===== src/rtl/vc_admit_pkg.sv =====
package vc_admit_pkg;
  localparam int unsigned CLASS_W         = 3;
  localparam int unsigned LANE_W          = 2;
  localparam int unsigned LANES_PER_CLASS = 3;
  localparam int unsigned GENERAL_CLASSES = 6;
  localparam int unsigned NUM_VC          = GENERAL_CLASSES * LANES_PER_CLASS + 1;
  localparam int unsigned IDX_W           = $clog2(NUM_VC);
  localparam int unsigned PHIT_BYTES      = 4;
  localparam int unsigned PHIT_SH         = $clog2(PHIT_BYTES);

  typedef enum logic [CLASS_W-1:0] {
    PC_REQ     = 3'd0,
    PC_FWD     = 3'd1,
    PC_BLK_RSP = 3'd2,
    PC_NB_RSP  = 3'd3,
    PC_IO_WR   = 3'd4,
    PC_IO_RD   = 3'd5,
    PC_SPECIAL = 3'd6,
    PC_NONE    = 3'd7
  } pkt_class_e;

  typedef logic [IDX_W-1:0] vc_idx_t;
endpackage


===== src/rtl/vc_admit_map.sv =====
module vc_admit_map
  import vc_admit_pkg::*;
(
  input  logic [CLASS_W-1:0] cls_i,
  input  logic [LANE_W-1:0]  lane_i,
  output vc_idx_t            idx_o,
  output logic               legal_o
);
  localparam logic [CLASS_W-1:0] GEN_CLS  = CLASS_W'(GENERAL_CLASSES);
  localparam logic [LANE_W-1:0]  LANE_LIM = LANE_W'(LANES_PER_CLASS);
  localparam vc_idx_t            SPC_IDX  = IDX_W'(NUM_VC - 1);

  always_comb begin
    idx_o   = '0;
    legal_o = 1'b0;
    if (cls_i < GEN_CLS) begin
      if (lane_i < LANE_LIM) begin
        legal_o = 1'b1;
        idx_o   = IDX_W'(cls_i) * IDX_W'(LANES_PER_CLASS) + IDX_W'(lane_i);
      end
    end else if (cls_i == PC_SPECIAL && lane_i == '0) begin
      legal_o = 1'b1;
      idx_o   = SPC_IDX;
    end
  end
endmodule


===== src/rtl/vc_admit_len2phit.sv =====
module vc_admit_len2phit
  import vc_admit_pkg::*;
#(
  parameter  int unsigned LEN_W = 7,
  localparam int unsigned OUT_W = LEN_W + 1 - PHIT_SH
) (
  input  logic [LEN_W-1:0] len_i,
  output logic [OUT_W-1:0] phits_o
);
  logic [LEN_W:0] rounded;

  always_comb begin
    rounded = {1'b0, len_i} + (LEN_W+1)'(PHIT_BYTES - 1);
    phits_o = rounded[LEN_W:PHIT_SH];
  end
endmodule


===== src/rtl/vc_admit_slot.sv =====
module vc_admit_slot #(
  parameter  int unsigned CAP   = 24,
  parameter  int unsigned CNT_W = 5,
  parameter  int unsigned AMT_W = 6,
  localparam int unsigned SUM_W = ((CNT_W > AMT_W) ? CNT_W : AMT_W) + 1
) (
  input  logic             clk,
  input  logic             rst_n,
  input  logic [AMT_W-1:0] take_amt_i,
  input  logic             take_i,
  input  logic             give_i,
  input  logic [CNT_W-1:0] give_amt_i,
  output logic             fit_o,
  output logic             give_ovf_o,
  output logic [CNT_W-1:0] free_o
);
  localparam logic [SUM_W-1:0] CAP_X = SUM_W'(CAP);

  logic [CNT_W-1:0] free_q, free_d;
  logic [SUM_W-1:0] free_x, take_x, give_x, next_x;
  logic             upd_en;

  always_comb begin
    free_x     = SUM_W'(free_q);
    take_x     = SUM_W'(take_amt_i);
    give_x     = SUM_W'(give_amt_i);
    fit_o      = (take_x <= free_x);
    give_ovf_o = give_i && ((free_x + give_x) > CAP_X);
    next_x     = free_x;
    if (take_i) begin
      next_x = next_x - take_x;
    end
    if (give_i && !give_ovf_o) begin
      next_x = next_x + give_x;
    end
    free_d = next_x[CNT_W-1:0];
    upd_en = take_i || (give_i && !give_ovf_o);
  end

  always_ff @(posedge clk or negedge rst_n) begin
    if (!rst_n) begin
      free_q <= CNT_W'(CAP);
    end else if (upd_en) begin
      free_q <= free_d;
    end
  end

  assign free_o = free_q;
endmodule


===== src/rtl/vc_admit.sv =====
module vc_admit
  import vc_admit_pkg::*;
#(
  parameter  int unsigned CAP_PHITS = 24,
  parameter  int unsigned LEN_W     = 7,
  localparam int unsigned CNT_W     = $clog2(CAP_PHITS + 1),
  localparam int unsigned AMT_W     = LEN_W + 1 - PHIT_SH
) (
  input  logic                    clk,
  input  logic                    rst_n,
  input  logic                    req_valid,
  input  logic [2:0]              req_class,
  input  logic [1:0]              req_lane,
  input  logic [LEN_W-1:0]        req_len,
  output logic                    req_grant,
  input  logic                    ret_valid,
  input  logic [2:0]              ret_class,
  input  logic [1:0]              ret_lane,
  input  logic [CNT_W-1:0]        ret_phits,
  output logic                    ret_err,
  output logic [NUM_VC*CNT_W-1:0] free_flat
);
  localparam int unsigned IDX_SPAN = 2 ** IDX_W;

  vc_idx_t              req_idx, ret_idx;
  logic                 req_legal, ret_legal;
  logic [AMT_W-1:0]     req_phits;
  logic [IDX_SPAN-1:0]  fit_vec;
  logic [NUM_VC-1:0]    ovf_vec;

  vc_admit_map u_req_map (
    .cls_i   (req_class),
    .lane_i  (req_lane),
    .idx_o   (req_idx),
    .legal_o (req_legal)
  );

  vc_admit_map u_ret_map (
    .cls_i   (ret_class),
    .lane_i  (ret_lane),
    .idx_o   (ret_idx),
    .legal_o (ret_legal)
  );

  vc_admit_len2phit #(.LEN_W(LEN_W)) u_len (
    .len_i   (req_len),
    .phits_o (req_phits)
  );

  assign fit_vec[IDX_SPAN-1:NUM_VC] = '0;

  for (genvar g = 0; g < NUM_VC; g++) begin : g_slot
    logic take_here, give_here;
    assign take_here = req_grant && (req_idx == vc_idx_t'(g));
    assign give_here = ret_valid && ret_legal && (ret_idx == vc_idx_t'(g));

    vc_admit_slot #(
      .CAP   (CAP_PHITS),
      .CNT_W (CNT_W),
      .AMT_W (AMT_W)
    ) u_slot (
      .clk        (clk),
      .rst_n      (rst_n),
      .take_amt_i (req_phits),
      .take_i     (take_here),
      .give_i     (give_here),
      .give_amt_i (ret_phits),
      .fit_o      (fit_vec[g]),
      .give_ovf_o (ovf_vec[g]),
      .free_o     (free_flat[g*CNT_W +: CNT_W])
    );
  end

  always_comb begin
    req_grant = req_valid && req_legal && fit_vec[req_idx];
    ret_err   = ret_valid && (!ret_legal || (|ovf_vec));
  end
endmodule


===== config.mk =====
export PLATFORM = sky130hd
export DESIGN_NAME = vc_admit
export DESIGN_NICKNAME = d
export VERILOG_FILES = /design/src/rtl/vc_admit_pkg.sv /design/src/rtl/vc_admit_map.sv /design/src/rtl/vc_admit_len2phit.sv /design/src/rtl/vc_admit_slot.sv /design/src/rtl/vc_admit.sv
export SDC_FILE = /design/constraint.sdc
export NUM_CORES = 1
export LEC_CHECK = 0
export ABC_CLOCK_PERIOD_IN_PS = 17900
export BUFFER_PORTS_ARGS = -buffer_cell sky130_fd_sc_hd__buf_4
export CORE_MARGIN = 1
export CORE_UTILIZATION = 50
export CTS_CLUSTER_SIZE = 14
export DETAILED_ROUTE_END_ITERATION = 10
export PLACE_DENSITY_LB_ADDON = 0.1
export SLEW_MARGIN = 25
export SYNTH_ARGS = -nofsm -noshare
export SYNTH_HDL_FRONTEND = slang
export SYNTH_SLANG_ARGS = --single-unit

===== constraint.sdc =====
create_clock -name clk -period 17.9 [get_ports clk]
set_input_delay 2.685 -clock clk [delete_from_list [all_inputs] [get_ports clk]]
set_output_delay 2.685 -clock clk [all_outputs]
set_load 0.05 [all_outputs]

==> flow_summary.json, run 1 <==
{
  "preCtsSetupSlack_ps": 9140,
  "ant_nets": 0,
  "port-buffer-count": 122,
  "postCtsResizedCells": 0,
  "dr_drc_count": 0,
  "timing.fmax_ghz": 0.113,
  "cell_leakage_power_nw": 9.07,
  "timing.hold.worst.class": "flop to flop",
  "grt.met3_usage_pct": 2.75,
  "post_drt_via_cell_ratio": 5.72,
  "synth.lib_cells_used.distinct": 82,
  "yosysSeqAreaShare_pct": 14.5,
  "slew_headroom_pct": 24.6,
  "cts_setup_buffers": 0,
  "critical_path.max_fanout": 20,
  "power.ir.vdd_worst_mv": 0.118,
  "mostFrequentLayoutCells": "375 x sky130_fd_sc_hd__ha_1, 197 x sky130_fd_sc_hd__inv_1, 146 x sky130_fd_sc_hd__a21oi_1",
  "yosys-top-cells-area": "sky130_fd_sc_hd__ha_1 28%, sky130_fd_sc_hd__dfrtp_1 8.5%, sky130_fd_sc_hd__fa_1 7.3%",
  "clk_pin_slew_worst_paths_ps": 70,
  "cp-end-kind": "output pin",
  "initial_core_util_pct": 51.1,
  "area_growth_pct": 10.6,
  "setup_viol": 0,
  "wire_length_of_the_first_global_routing_pass_um": 75700,
  "dominantRegCellSynth": "sky130_fd_sc_hd__dfrtp_1",
  "timing.critical_path.from_type": "input pin",
  "postCtsHoldBufs": 0,
  "final_antenna_diode_count": 0,
  "yosys_reg_bits": 95,
  "detailedRoute.firstPassIterationCount": 5,
  "htreeDepth": 3,
  "post_synth_instance_area_um2": 16700,
  "cts.path.max_buffers": 2,
  "post_syn_nets": 2264,
  "number_of_global_route_vias_before_repair": 13700,
  "io-pin-count": 123,
  "hpwl_um": 36400,
  "cts_buffers": 9,
  "final_common_cell": "sky130_fd_sc_hd__ha_1",
  "max_cap_violations": 0,
  "rows": 66,
  "drtIter0Drc": 712,
  "synth_area_per_cell_um2": 9.29,
  "period_minus_slack_ps": 8820,
  "largest_register_ffs": 95,
  "antenna_violations_before_repair": 0,
  "yosys.area.top_type": "sky130_fd_sc_hd__ha_1",
  "wl_final_um": 48000,
  "fin_crit_sh_pct": 49.3,
  "dr_total_vias": 13600,
  "synth_cells": 1802,
  "timing.critical_path.arrival_ps": 6140,
  "tritoncts": "yes",
  "ys_async_sr_fraction_pct": 100,
  "drive_gt1_share_pct": 16.4,
  "required_ps": 15210,
  "hold_viol_final": 0,
  "fp.dieArea_um2": 34200,
  "ys_warn_count": 0,
  "groute.layer.met2.usage_pct": 48.1,
  "grt_setup_unrepaired": "no",
  "use_met1_pct": 39.8,
  "wire_per_inst_um": 20.2,
  "finalPower_mw": 2.82,
  "actual_slew_at_the_worst_max_slew_pin_ps": 1120,
  "remaining_global_route_overflow": 0,
  "fin_skew_ps": 11.1,
  "die_w_um": 185,
  "routabilityCongestion": 0.922,
  "floorplan.die.height_um": 185,
  "insertion_delay_ps": 390,
  "synth_edf_count": 0,
  "grt_start_max_net_pins": 52,
  "setup_tns_ps": 0,
  "globalRoute.busiestLayer": "met2",
  "layout.nets": 2395,
  "final_max_slew_viol_count": 0,
  "critical_path_class": "input pin to output pin",
  "synth_top_area_share_pct": 28.0,
  "fin_ws_ps": 9080,
  "clock_sinks": 95,
  "grtUsageTotal_pct": 29.1,
  "nFillCells": 3009,
  "clk_root_buffer_cell": "sky130_fd_sc_hd__clkbuf_16",
  "power_density_relative_to_cell_area_nw_per_um2": 152,
  "outcome": "complete, no violations",
  "fp.coreArea_um2": 32800
}
==> through the flow <==
step	utilization, %	hold WS [ps]	cell area, µm²	std cells
floorplan	-	705	16700	1802
global placement	55.7	615	18200	2364
detailed placement	55.7	621	18200	2364
CTS	56.5	631	18500	2380
global route	56.5	650	18500	2380
finish	56.5	635	18500	2380
==> worst max-delay path: stages <==
cell	delay (ps)
sky130_fd_sc_hd__buf_4	90
sky130_fd_sc_hd__o21ai_1	80
sky130_fd_sc_hd__nor2_1	340
sky130_fd_sc_hd__nand2_1	160
sky130_fd_sc_hd__xnor2_2	140
sky130_fd_sc_hd__buf_4	410
sky130_fd_sc_hd__ha_1	370
sky130_fd_sc_hd__a21oi_1	170
sky130_fd_sc_hd__nor2b_1	60
sky130_fd_sc_hd__o311ai_0	440
sky130_fd_sc_hd__a21oi_1	190
sky130_fd_sc_hd__nor3_1	370
sky130_fd_sc_hd__o21ai_0	140
sky130_fd_sc_hd__nand2b_1	100
sky130_fd_sc_hd__a31o_2	190
sky130_fd_sc_hd__buf_4	200
==> Yosys cell counts, drive strengths merged (9+ instances only) <==
cell	number
ha	375
a211oi	12
a21oi	147
o21ai	47
o21a	12
nor3	16
nor2	68
inv	198
nor2b	21
xor2	96
nor3b	12
nand2	88
dfrtp	57
xnor2	77
mux2	92
nand2b	15
o211ai	10
a21o	97
dfstp	38
nand3b	12
and3	15
nand4	9
fa	61
nand3	48
mux2i	62
==> final cells by class <==
type                    instances  area [µm²]  share of cell area (%)
well taps                     442         553                    2.99
clock buffers                  12         256                    1.38
multi-input cells            1493       13500                    72.9
inverters                     198         743                    4.01
clock inverters                 4        20.0                   0.108
repair buffers                136        1020                    5.51
flip-flops and latches         95        2420                    13.1
==> worst paths after layout <==
path / startpoint / cells after the start / slack (ps) / endpoint
worst max-delay path: req_len[0] / 16 / 9080 / req_grant
worst min-delay path: g_slot[12].u_slot.free_o[4] / 2 / 640 / g_slot[12].u_slot.free_o[4]
worst max register to register: g_slot[3].u_slot.free_o[3] / 17 / 13110 / g_slot[3].u_slot.free_o[4]
worst min register to register: g_slot[12].u_slot.free_o[4] / 2 / 640 / g_slot[12].u_slot.free_o[4]
max in group asynchronous: rst_n / 2 / 14430 / g_slot[6].u_slot.free_o[0]
min in group asynchronous: rst_n / 1 / 2320 / g_slot[13].u_slot.free_o[1]
==> power by group <==
part           internal [mW]  total [mW]  switching [mW]
combinational          0.888        2.15            1.26
sequential             0.328       0.478           0.150
clock                  0.101       0.195          0.0944
total                   1.32        2.82            1.50
==> metal layers <==
metal  share of wire (%)  wire [µm]
met5                   0          0
met4                 2.1        994
met3                 3.5       1670
met2                  46      22200
met1                  48      23200
==> cells by family (layout without fill, tap and decap cells) <==
group,count (synthesis),in the layout,share of synthesized area [%]
flip-flops,95,95,14.5
adder cells (fa/ha/maj),437,437,35.4
XOR/XNOR,173,173,9.05
AO/OA/AOI/OAI,389,389,14.9
buffers and inverters,214,350,5.04
multiplexers,154,154,9.98
AND/OR/NAND/NOR,340,340,11.2
No activity file was read; power rests on OpenSTA's default activity.
==> inputs of run 2 (changes only) <==
ABC_CLOCK_PERIOD_IN_PS = 7600   (was 17900)
clock period = 7.6 ns   (was 17.9 ns; I/O delays follow)
==> flow_summary.json, run 2 (same netlist as run 1, synthesis figures left out) <==
{
  "setup_tns_ps": 0,
  "mostFrequentLayoutCells": "375 x sky130_fd_sc_hd__ha_1, 196 x sky130_fd_sc_hd__inv_1, 146 x sky130_fd_sc_hd__a21oi_1",
  "critical_path.slowest_cell": "sky130_fd_sc_hd__xnor2_4",
  "cts_setup_buffers": 0,
  "power.ir.vdd_worst_mv": 0.259,
  "final_antenna_diode_count": 0,
  "timing.hold.worst.class": "flop to flop",
  "fin_skew_ps": 13.4,
  "grt_setup_unrepaired": "no",
  "tritoncts": "yes",
  "rows": 66,
  "place_area_um2": 18300,
  "critical_path.max_fanout": 13,
  "timing.critical_path.arrival_ps": 6480,
  "cpLargestDelayFamily": "simple AND/OR/NAND/NOR gates",
  "clock_sinks": 95,
  "area_growth_pct": 11.3,
  "remaining_global_route_overflow": 0,
  "postCtsResizedCells": 0,
  "routabilityCongestion": 0.905,
  "dr_drc_count": 0,
  "ant_nets": 0,
  "number_of_global_route_vias_before_repair": 13900,
  "cp-end-kind": "flop",
  "most_common_cell_on_crit_path": "sky130_fd_sc_hd__a21oi_1",
  "critical_path_class": "input pin to flop",
  "floorplan.die.height_um": 185,
  "wire_length_of_the_first_global_routing_pass_um": 77200,
  "grtUsageTotal_pct": 29.5,
  "hold_viol_final": 0,
  "footprint_of_the_multi_input_gates_um2": 13500,
  "area.sequential_um2": 2420,
  "final_common_cell": "sky130_fd_sc_hd__ha_1",
  "largest_register_ffs": 95,
  "antenna_violations_before_repair": 0,
  "slew_headroom_pct": 27.4,
  "insertion_delay_ps": 380,
  "layout.nets": 2405,
  "setup_viol": 0,
  "max_cap_violations": 0,
  "post_drt_via_cell_ratio": 5.76,
  "clk_pin_slew_worst_paths_ps": 80,
  "required_ps": 7900,
  "wl_final_um": 48700,
  "port-buffer-count": 122,
  "drive_gt1_share_pct": 16.9,
  "cell_breakdown_of_the_critical_path": "buf_4 -> inv_1 -> nor2_1 -> nand2_1 -> xnor2_4 -> ha_1 -> a21oi_1 -> nor2b_1 -> o311ai_0 -> a21oi_1 -> nor3_1 -> nand3_1 -> nor2_2 -> mux2i_1 -> ha_1 -> fa_1 -> a21o_1 -> a21oi_1 -> xnor2_1 -> nand2_1 -> xor2_1",
  "fp.dieArea_um2": 34200,
  "initial_core_util_pct": 51.1,
  "detailedRoute.firstPassIterationCount": 7,
  "drtIter0Drc": 734,
  "stdcell_area_um2": 18600,
  "wire_per_inst_um": 20.4,
  "actual_slew_at_the_worst_max_slew_pin_ps": 1090,
  "fp.coreArea_um2": 32800,
  "cts.path.max_buffers": 2,
  "final_max_slew_viol_count": 0,
  "outcome": "complete, no violations",
  "dr_total_vias": 13800,
  "period_minus_slack_ps": 6180,
  "nFillCells": 2977,
  "timing.fmax_ghz": 0.162,
  "die_w_um": 185,
  "critical_path_buf_inv_count": 2,
  "hpwl_um": 37700,
  "cts_buffers": 9,
  "cell_leakage_power_nw": 9.12,
  "r2r_setup_slack_ps": 2980,
  "htreeDepth": 3,
  "fin_crit_sh_pct": 81.3,
  "grt_start_max_net_pins": 61,
  "power_density_relative_to_cell_area_nw_per_um2": 362,
  "clk_root_buffer_cell": "sky130_fd_sc_hd__clkbuf_16",
  "io-pin-count": 123,
  "slowest_delay_ps": 590,
  "postCtsHoldBufs": 0,
  "timing.critical_path.from_type": "input pin"
}
-- run 2: cell types whose count changed in the layout (fill, tap and decap cells not counted), sizes merged --
cell      delta
buf         +10
inv          +2
clkbuf       -2
clkinvlp     +1
clkinv       -1
-- run 2: layout make-up --
| class | count | area share, % |
|---|---|---|
| Clock buffer | 10 | 1.28 |
| Clock inverter | 6 | 0.235 |
| Inverter | 198 | 3.99 |
| Multi-Input combinational cell | 1493 | 72.6 |
| Sequential cell | 95 | 13.0 |
| Tap cell | 442 | 2.97 |
| Timing Repair Buffer | 146 | 5.95 |
-- run 2: tightest hold or removal path, delay by kind of cell, from the launching register on --
family / cells / cell delay, ps
muxes: 1 / 160
xor gates and xnor gates: 1 / 80
DFF: 1 / 390
-- run 2: final timing paths --
kind                                                 start                     endpoint  cells after the start
worst min-delay path            g_slot[5].u_slot.free_o[4]   g_slot[5].u_slot.free_o[4]                      2
worst max-delay path                            req_len[3]   g_slot[2].u_slot.free_o[4]                     21
max in group asynchronous                            rst_n  g_slot[16].u_slot.free_o[0]                      2
worst max register to register  g_slot[3].u_slot.free_o[3]   g_slot[2].u_slot.free_o[4]                     17
worst min register to register  g_slot[5].u_slot.free_o[4]   g_slot[5].u_slot.free_o[4]                      2
min in group asynchronous                            rst_n  g_slot[12].u_slot.free_o[2]                      1
-- run 2: report_power, final --
group	leakage (nW)	internal [mW]	switching [mW]
sequential	0.996	0.773	0.351
clock	0.139	0.234	0.248
combinational	7.98	2.10	3.04
total	9.12	3.11	3.64
-- run 2: layer usage --
metal / GRT usage [%] / wire length [µm]
met5: 0 / 0
met4: 8.50 / 1050
met3: 3.07 / 2240
met2: 48.6 / 22100
met1: 40.7 / 23300
-- run 2: through the flow --
stage	power [mW]	std cells	setup WS, ps	utilization [%]	hold slack [ps]
floorplan	4.86	1802	449	-	705
global placement	6.11	2374	966	55.9	621
detailed placement	6.23	2374	912	56.0	621
CTS	6.74	2390	1300	56.8	631
global route	7.35	2390	1070	56.9	664
finish	6.75	2390	1420	56.9	637
==> inputs of run 3 (changes only) <==
ABC_CLOCK_PERIOD_IN_PS = 5420   (was 7600)
clock period = 5.42 ns   (was 7.6 ns; I/O delays follow)
==> flow_summary.json, run 3 (same netlist as run 1, synthesis figures left out) <==
{
  "htreeDepth": 3,
  "critical_path.slowest_cell": "sky130_fd_sc_hd__or3_1",
  "io-pin-count": 123,
  "rows": 66,
  "clk_root_buffer_cell": "sky130_fd_sc_hd__clkbuf_16",
  "cell_leakage_power_nw": 9.49,
  "fp.coreArea_um2": 32800,
  "number_of_global_route_vias_before_repair": 14200,
  "critical_path_buf_inv_count": 3,
  "slowest_delay_ps": 470,
  "remaining_global_route_overflow": 0,
  "largest_register_ffs": 95,
  "outcome": "complete, no violations",
  "pwr-share-comb_pct": 76.7,
  "initial_core_util_pct": 51.1,
  "clk_pin_slew_worst_paths_ps": 80,
  "wl_final_um": 49800,
  "dr_total_vias": 14100,
  "postCtsResizedCells": 0,
  "dr_drc_count": 0,
  "fin_skew_ps": 14.4,
  "power.share.sequential_pct": 16.2,
  "final_antenna_diode_count": 0,
  "detailedRoute.firstPassIterationCount": 6,
  "required_ps": 5730,
  "footprint_of_the_multi_input_gates_um2": 13500,
  "fin_crit_sh_pct": 94.4,
  "routabilityCongestion": 0.933,
  "fin_ws_ps": 304,
  "drtIter0Drc": 777,
  "grtUsageTotal_pct": 29.9,
  "power_density_relative_to_cell_area_nw_per_um2": 501,
  "tritoncts": "yes",
  "die_w_um": 185,
  "setup_viol": 0,
  "preCtsSetupSlack_ps": -39.6,
  "fp.dieArea_um2": 34200,
  "hold_viol_final": 0,
  "wire_length_of_the_first_global_routing_pass_um": 77500,
  "cell_breakdown_of_the_critical_path": "buf_4 -> inv_1 -> nor2_1 -> nand3_1 -> xnor2_2 -> buf_4 -> ha_1 -> and3_1 -> a221o_1 -> a32oi_2 -> nand4_2 -> or3_1 -> nand2_1 -> o21ai_0 -> ha_1 -> fa_1 -> a21o_1 -> a21oi_1 -> xnor2_1 -> nand2_1 -> xor2_1",
  "power.switching_fraction_pct": 53.1,
  "power.ir.vdd_worst_mv": 0.280,
  "final_max_slew_viol_count": 0,
  "dp_cells": 2447,
  "port-buffer-count": 122,
  "clock_sinks": 95,
  "critical_path_class": "input pin to flop",
  "nFillCells": 2965,
  "power_frac_clock_pct": 7.0,
  "cts.path.max_buffers": 2,
  "period_minus_slack_ps": 5120,
  "drive_gt1_share_pct": 19.8,
  "grt_setup_unrepaired": "no",
  "area_growth_pct": 14.8,
  "critical_path.max_fanout": 8,
  "antenna_violations_before_repair": 0,
  "actual_slew_at_the_worst_max_slew_pin_ps": 922,
  "timing.hold.worst.class": "input pin to async pin",
  "layout.nets": 2478,
  "cts_buffers": 9,
  "power.switching_mw": 5.11,
  "place_area_um2": 18900,
  "stdcell_area_um2": 19200,
  "power_report.internal_total_mw": 4.52,
  "postCtsHoldBufs": 0,
  "grt_start_max_net_pins": 57,
  "timing.critical_path.arrival_ps": 5420,
  "timing.critical_path.from_type": "input pin",
  "ant_nets": 0,
  "area.sequential_um2": 2420,
  "floorplan.die.height_um": 185,
  "timing.fmax_ghz": 0.195,
  "hpwl_um": 39600,
  "slew_headroom_pct": 38.1,
  "final_common_cell": "sky130_fd_sc_hd__ha_1",
  "cp-end-kind": "flop",
  "insertion_delay_ps": 380,
  "post_drt_via_cell_ratio": 5.71,
  "cpLargestDelayFamily": "simple AND/OR/NAND/NOR gates",
  "final_cells": 2463,
  "wire_per_inst_um": 20.2,
  "mostFrequentLayoutCells": "375 x sky130_fd_sc_hd__ha_1, 214 x sky130_fd_sc_hd__buf_4, 196 x sky130_fd_sc_hd__inv_1",
  "cts_setup_buffers": 0,
  "max_cap_violations": 0
}
==> run 3: cell types whose count changed in the layout (fill, tap and decap cells not counted), sizes merged <==
cell      previous run  this run
clkbuf              10        11
clkinv               3         4
clkinvlp             1         0
buf                146       219
inv                200       198
bufinv               0         1
==> run 3: cell type report <==
| class | instances | share of cell area [%] |
|---|---|---|
| clock inverters | 5 | 0.260 |
| well taps | 442 | 2.88 |
| multi-input cells | 1493 | 70.3 |
| flip-flops and latches | 95 | 12.6 |
| repair buffers | 219 | 8.88 |
| clock buffers | 11 | 1.21 |
| inverters | 198 | 3.87 |
==> run 3: worst register-to-register path, cell delays in order (launching register included) <==
cell and delay, ps:
sky130_fd_sc_hd__dfstp_2 620, sky130_fd_sc_hd__inv_1 80, sky130_fd_sc_hd__ha_1 350, sky130_fd_sc_hd__and3_1 220, sky130_fd_sc_hd__o21a_1 130, sky130_fd_sc_hd__o311ai_1 250
sky130_fd_sc_hd__buf_4 170, sky130_fd_sc_hd__a31o_1 150, sky130_fd_sc_hd__nand4_2 190, sky130_fd_sc_hd__or3_1 470, sky130_fd_sc_hd__nand2_1 80, sky130_fd_sc_hd__o21ai_0 110
sky130_fd_sc_hd__ha_1 240, sky130_fd_sc_hd__fa_1 390, sky130_fd_sc_hd__a21o_1 170, sky130_fd_sc_hd__a21oi_1 190, sky130_fd_sc_hd__xnor2_1 140, sky130_fd_sc_hd__nand2_1 80
sky130_fd_sc_hd__xor2_1 170
==> run 3: worst paths after layout <==
path                                              from                     endpoint  slack (ps)  cells after the start
hold reg to reg             g_slot[6].u_slot.free_o[4]   g_slot[6].u_slot.free_o[4]         630                      2
max in group asynchronous                        rst_n  g_slot[11].u_slot.free_o[3]        3810                      2
min in group clk            g_slot[6].u_slot.free_o[4]   g_slot[6].u_slot.free_o[4]         630                      2
hold / removal                                   rst_n  g_slot[12].u_slot.free_o[1]         500                      1
setup / recovery                            req_len[3]  g_slot[13].u_slot.free_o[4]         300                     21
setup reg to reg           g_slot[15].u_slot.free_o[3]  g_slot[13].u_slot.free_o[4]        1160                     18
==> run 3: stage by stage <==
step / TNS (ps) / total power [mW] / util, % / hold WS [ps]
after floorplan: 0 / 6.82 / - / 517
after global placement: 0 / 8.70 / 57.8 / 618
after detailed placement: -75.0 / 8.89 / 57.8 / 621
after CTS: 0 / 9.62 / 58.7 / 535
after global routing: 0 / 10.5 / 58.7 / 563
final: 0 / 9.63 / 58.7 / 498
==> run 3: power by group through the flow <==
stage / combinational (mW) / clock, mW / sequential [mW]
floorplan: 4.42 / 0 / 2.39
global placement: 7.14 / 0 / 1.57
detailed placement: 7.32 / 0 / 1.57
CTS: 7.37 / 0.691 / 1.56
global route: 8.16 / 0.705 / 1.60
finish: 7.39 / 0.679 / 1.56
==> run 3: routing by layer <==
metal | vias to the layer above | routed length, µm | track usage (%)
li1 | 6798 | - | -
met1 | 6845 | 23000 | 39.2
met2 | 340 | 23400 | 51.5
met3 | 79 | 1990 | 2.89
met4 | 0 | 1340 | 9.88
met5 | - | 0 | 0
